File: config.mk
export PLATFORM = sky130hd
export DESIGN_NAME = bus_arb_ctrl
export DESIGN_NICKNAME = d
export VERILOG_FILES = /design/src/rtl/arb_pkg.sv /design/src/rtl/arb_sync.sv /design/src/rtl/arb_fsm.sv /design/src/rtl/bus_arb_ctrl.sv
export SDC_FILE = /design/constraint.sdc
export NUM_CORES = 1
export LEC_CHECK = 0
export BUFFER_PORTS_ARGS = -buffer_cell sky130_fd_sc_hd__buf_2
export CAP_MARGIN = 25
export CORE_AREA = 2 2 39 41
export DETAILED_ROUTE_END_ITERATION = 10
export DIE_AREA = 0 0 41 43
export PLACE_DENSITY = 0.47
export SYNTH_ARGS = -nofsm -noshare
export SYNTH_HDL_FRONTEND = slang
export SYNTH_HIERARCHICAL = 1
export SYNTH_SLANG_ARGS = --single-unit
File: constraint.sdc
create_clock -name clk_i -period 1.5 [get_ports clk_i]
set_input_delay 0.075 -clock clk_i [delete_from_list [all_inputs] [get_ports clk_i]]
set_output_delay 0.075 -clock clk_i [all_outputs]
set_load 0.02 [all_outputs]
File: src/rtl/arb_pkg.sv
package arb_pkg;
  localparam int unsigned N_ST = 4;
  localparam int unsigned S_IDLE  = 0;
  localparam int unsigned S_GRANT = 1;
  localparam int unsigned S_EXT   = 2;
  localparam int unsigned S_REL   = 3;
  typedef logic [N_ST-1:0] state_t;
  localparam state_t ST_RESET = state_t'(1) << S_IDLE;
endpackage

File: src/rtl/arb_sync.sv
module arb_sync #(
  parameter int unsigned WIDTH  = 2,
  parameter int unsigned STAGES = 2
) (
  input  logic             clk_i,
  input  logic             rst_ni,
  input  logic [WIDTH-1:0] d_i,
  output logic [WIDTH-1:0] q_o
);
  logic [WIDTH-1:0] ff_q [STAGES];

  for (genvar s = 0; s < STAGES; s++) begin : g_stage
    if (s == 0) begin : g_first
      always_ff @(posedge clk_i or negedge rst_ni)
        if (!rst_ni) ff_q[s] <= '0;
        else         ff_q[s] <= d_i;
    end else begin : g_next
      always_ff @(posedge clk_i or negedge rst_ni)
        if (!rst_ni) ff_q[s] <= '0;
        else         ff_q[s] <= ff_q[s-1];
    end
  end

  assign q_o = ff_q[STAGES-1];
endmodule

File: src/rtl/arb_fsm.sv
module arb_fsm
  import arb_pkg::*;
(
  input  logic clk_i,
  input  logic rst_ni,
  input  logic req_s_i,
  input  logic ack_s_i,
  input  logic core_idle_i,
  output logic grant_o,
  output logic ext_o,
  output logic hold_o
);
  state_t st_q, st_d;

  always_comb begin
    st_d = '0;
    case (1'b1)
      st_q[S_IDLE]: begin
        if (ack_s_i)                      st_d[S_EXT]   = 1'b1;
        else if (req_s_i && core_idle_i)  st_d[S_GRANT] = 1'b1;
        else                              st_d[S_IDLE]  = 1'b1;
      end
      st_q[S_GRANT]: begin
        if (ack_s_i)       st_d[S_EXT]   = 1'b1;
        else if (!req_s_i) st_d[S_IDLE]  = 1'b1;
        else               st_d[S_GRANT] = 1'b1;
      end
      st_q[S_EXT]: begin
        if (!ack_s_i) st_d[S_REL] = 1'b1;
        else          st_d[S_EXT] = 1'b1;
      end
      st_q[S_REL]: begin
        if (ack_s_i)      st_d[S_EXT]   = 1'b1;
        else if (req_s_i) st_d[S_GRANT] = 1'b1;
        else              st_d[S_IDLE]  = 1'b1;
      end
      default: st_d[S_IDLE] = 1'b1;
    endcase
  end

  always_ff @(posedge clk_i or negedge rst_ni)
    if (!rst_ni) st_q <= ST_RESET;
    else         st_q <= st_d;

  // early re-grant while the current owner still holds acknowledge
  assign grant_o = st_q[S_GRANT] | (st_q[S_EXT] & req_s_i);
  assign ext_o   = st_q[S_EXT];
  assign hold_o  = ~st_q[S_IDLE];

  onehot_chk: assert property (@(posedge clk_i) disable iff (!rst_ni) $onehot(st_q));


  grant_needs_idle_chk: assert property (@(posedge clk_i) disable iff (!rst_ni)
    ($rose(grant_o) && $past(st_q[S_IDLE])) |-> $past(core_idle_i));


  ext_needs_ack_chk: assert property (@(posedge clk_i) disable iff (!rst_ni)
    $rose(ext_o) |-> $past(ack_s_i));


  ext_drop_chk: assert property (@(posedge clk_i) disable iff (!rst_ni)
    $fell(ext_o) |-> !$past(ack_s_i));
endmodule

File: src/rtl/bus_arb_ctrl.sv
module bus_arb_ctrl #(
  parameter int unsigned SYNC_STAGES = 2
) (
  input  logic clk_i,
  input  logic rst_ni,
  input  logic bus_req_i,
  input  logic bus_ack_i,
  input  logic core_idle_i,
  output logic bus_grant_o,
  output logic ext_master_o,
  output logic core_hold_o
);
  localparam int unsigned N_IN = 2;

  logic [N_IN-1:0] raw, synced;

  assign raw = {bus_ack_i, bus_req_i};

  arb_sync #(.WIDTH(N_IN), .STAGES(SYNC_STAGES)) u_sync (
    .clk_i (clk_i),
    .rst_ni(rst_ni),
    .d_i   (raw),
    .q_o   (synced)
  );

  arb_fsm u_fsm (
    .clk_i      (clk_i),
    .rst_ni     (rst_ni),
    .req_s_i    (synced[0]),
    .ack_s_i    (synced[1]),
    .core_idle_i(core_idle_i),
    .grant_o    (bus_grant_o),
    .ext_o      (ext_master_o),
    .hold_o     (core_hold_o)
  );


  hold_cover_chk: assert property (@(posedge clk_i) disable iff (!rst_ni)
    !core_hold_o |-> (!bus_grant_o && !ext_master_o));


  no_grant_on_take_chk: assert property (@(posedge clk_i) disable iff (!rst_ni)
    $rose(ext_master_o) |-> !bus_grant_o);
endmodule

==> out/qor.txt <==
combinational power share -> 26.5%
post-synth cell types -> 15
initial antenna violation count -> 0
clk root buf -> clkbuf_4
Peak Freq -> 0.935 GHz
floorplan core area -> 0.00138 mm²
FF+latch count, synth -> 8
Max Buffers Root-to-Sink -> 2
Final ANT Viol Nets -> 0
Sum Neg Setup Slack -> 0 ns
Critical Path AT -> 0.99 ns
Worst-Margin Slew -> 0.278 ns
Post-Syn Nets -> 29
Mean Syn Cell Area -> 12.9 µm²
first-pass GRT wire length -> 738 µm
mux cell area share after synthesis -> 0%
CP required -> 1.42 ns
r2r setup slk -> 0.47 ns
first-pass iteration count of the detailed router -> 2
PwrDens -> 1540 mW/mm²
post-synthesis compound-gate area fraction -> 10.1%
wire length per cell -> 8.90 µm
sequential power share -> 46.3%
GP Congestion -> 0.659
crit-path max FO -> 4
Worst Skew -> 0.00532 ns
initial core utilization -> 22.3%
Worst R2R Path Depth -> 3
worst flop-to-flop path endpoint -> u_fsm/st_q[1]$_DFF_PN0_
1st-iter DRT viols -> 3
VDD IR max -> 465 µV
CTS tree -> yes
H-tree depth -> 1
clk_lat worst skew -> 0.25 ns
largest net degree at the start of global routing -> 9
Area Growth Syn to Fin -> 31.2%
final WL -> 463 µm
I/O Buffers -> 7
Hold Path Sink -> u_fsm/st_q[1]$_DFF_PN0_
Tmin final -> 1.07 ns
clock power share -> 27.3%
Placement Cell Area -> 349 µm²
worst hold path type -> input pin to flop
share of layout cells above drive strength 1 -> 38.9%
DIE HEIGHT -> 43 µm
most frequent cells in the layout -> 7 x buf_2, 7 x dfrtp_1, 3 x clkbuf_4, 3 x dlygate4sd3_1
total die area -> 0.00176 mm²
final slew viol count -> 0
largest family of logic cells by synthesized area -> simple AND/OR/NAND/NOR gates
Worst R2R Start -> u_fsm/st_q[0]$_DFF_PN1_
row count -> 14
status -> finished clean
xor/xnor cell area share of the yosys netlist -> 0%
width of the chip -> 41 µm
num ports -> 8
Hold Path Depth -> 3
Sw Pwr -> 191 µW
final instance area -> 405 µm²
endpoints failing setup -> 0
Final Hold Vio Count -> 0
Num CTS Buffers -> 3
Post-CTS Setup Inserts -> 0
DRC -> 0
LEAKAGE -> 0.000197 µW
Total Routing Usage GR -> 6.92%
fill count -> 150
max_slew headroom -> 81.2%
Reg clk slew, reported paths -> 0.06 ns
final worst-path cycle share -> 71.3%
Net count, final -> 42
switching power share of the total -> 30.7%
Syn Inst Count -> 24
Adder-Cell Fraction of Synth Area -> 0%
mapped cell area -> 309 µm²
yosys warns -> 6
sequential element share of the synthesized area -> 65.2%
Pint -> 432 µW
Setup crit start kind -> flop
Crit. End Element -> primary output
Hold Startpoint -> core_idle_i
WS Path Type -> flop to primary output
total gr overflow -> 0
RSZ-0062 raised after global routing -> no
Post-Synth Simple-Gate Area -> 17.4%
number of antenna diodes -> 0
number of global-route vias before repair -> 205
Max Cap Viol -> 0
drt via density -> 3.94
HPWL after DPL -> 356 µm
# clock sinks -> 8
via count -> 205
-- metrics by stage --
stage	utilization, %	setup slack (ns)	cells	hold slack (ns)	total power, µW
floorplan	-	0.528	24	-0.221	405
global placement	25.2	0.469	45	-0.0777	451
detailed placement	25.2	0.472	45	-0.0764	454
CTS	29.3	0.422	52	0.175	636
global route	29.3	0.365	52	0.188	670
finish	29.3	0.430	52	0.180	624
-- power groups by stage --
stage / Clock [µW] / Sequential, µW / Combinational (µW)
after floorplan: 0 / 293 / 112
after global placement: 0 / 293 / 158
after detailed placement: 0 / 293 / 161
after CTS: 180 / 289 / 167
after global routing: 194 / 294 / 183
final: 170 / 289 / 165
-- state kept, by name (all words and copies together) (netlist names) --
| signal | cells |
|---|---|
| u_sync/q_o | 2 |
| u_fsm/st_q | 4 |
| u_sync/ff_q | 2 |
-- logic make-up (layout without fill, tap and decap cells) --
| kind of cell | Yosys count | after routing |
|---|---|---|
| AND/OR/NAND/NOR | 8 | 8 |
| flip-flops | 8 | 8 |
| AO/OA/AOI/OAI | 4 | 4 |
| buffers and inverters | 4 | 16 |
-- cells in the mapped netlist --
| cell | count | area (µm²) |
|---|---|---|
| a21boi_1 | 1 | 7.51 |
| a21o_1 | 1 | 7.51 |
| and2_1 | 1 | 6.26 |
| buf_4 | 2 | 15.0 |
| dfrtp_1 | 7 | 175 |
| dfstp_2 | 1 | 26.3 |
| inv_1 | 2 | 7.51 |
| nand2_1 | 1 | 3.75 |
| nor2_1 | 2 | 7.51 |
| nor2_2 | 1 | 6.26 |
| nor2b_2 | 1 | 8.76 |
| nor4_1 | 1 | 6.26 |
| nor4b_2 | 1 | 15.0 |
| o21bai_1 | 1 | 7.51 |
| o311ai_1 | 1 | 8.76 |
-- critical path: stages, from the launching register on --
cell and delay [ns]:
dfrtp_1 0.41, a21o_1 0.19, buf_2 0.15
-- routing by layer --
| metal | wire length, µm | GRT usage (%) | share of wire (%) |
|---|---|---|---|
| met1 | 193 | 5.39 | 42 |
| met2 | 232 | 10.6 | 50 |
| met3 | 37 | 3.14 | 8.0 |
| met4 | 0 | 8.00 | 0 |
| met5 | 0 | 0 | 0 |
-- layout make-up --
class                           count  area [µm²]  share of cell area, %
Tap cell                           16        20.0                   4.94
Inverter                            2        7.51                   1.85
Sequential cell                     8         201                   49.7
Timing Repair Buffer               10        65.1                   16.0
Clock buffer                        4        26.3                   6.48
Multi-Input combinational cell     12        85.1                   21.0
-- worst max path at each step --
stage,startpoint,to,slack (ns),depth (start not counted)
after floorplan,u_fsm/st_q[0]$_DFF_PN1_,u_fsm/st_q[1]$_DFF_PN0_,0.53,3
after detailed placement,u_fsm/st_q[0]$_DFF_PN1_,u_fsm/st_q[1]$_DFF_PN0_,0.47,3
after global routing,u_sync/q_o[0]$_DFF_PN0_,bus_grant_o,0.37,2
after CTS,u_sync/q_o[0]$_DFF_PN0_,bus_grant_o,0.42,2
final,u_sync/q_o[0]$_DFF_PN0_,bus_grant_o,0.43,2
after global placement,u_fsm/st_q[0]$_DFF_PN1_,u_fsm/st_q[1]$_DFF_PN0_,0.47,3
-- timing repair --
action | in CTS | in global routing
endpoints found under the hold margin | 10 | 0
hold buffers | 3 | 0
resized for setup | 0 | 0
(Power assumes the default switching activity.)
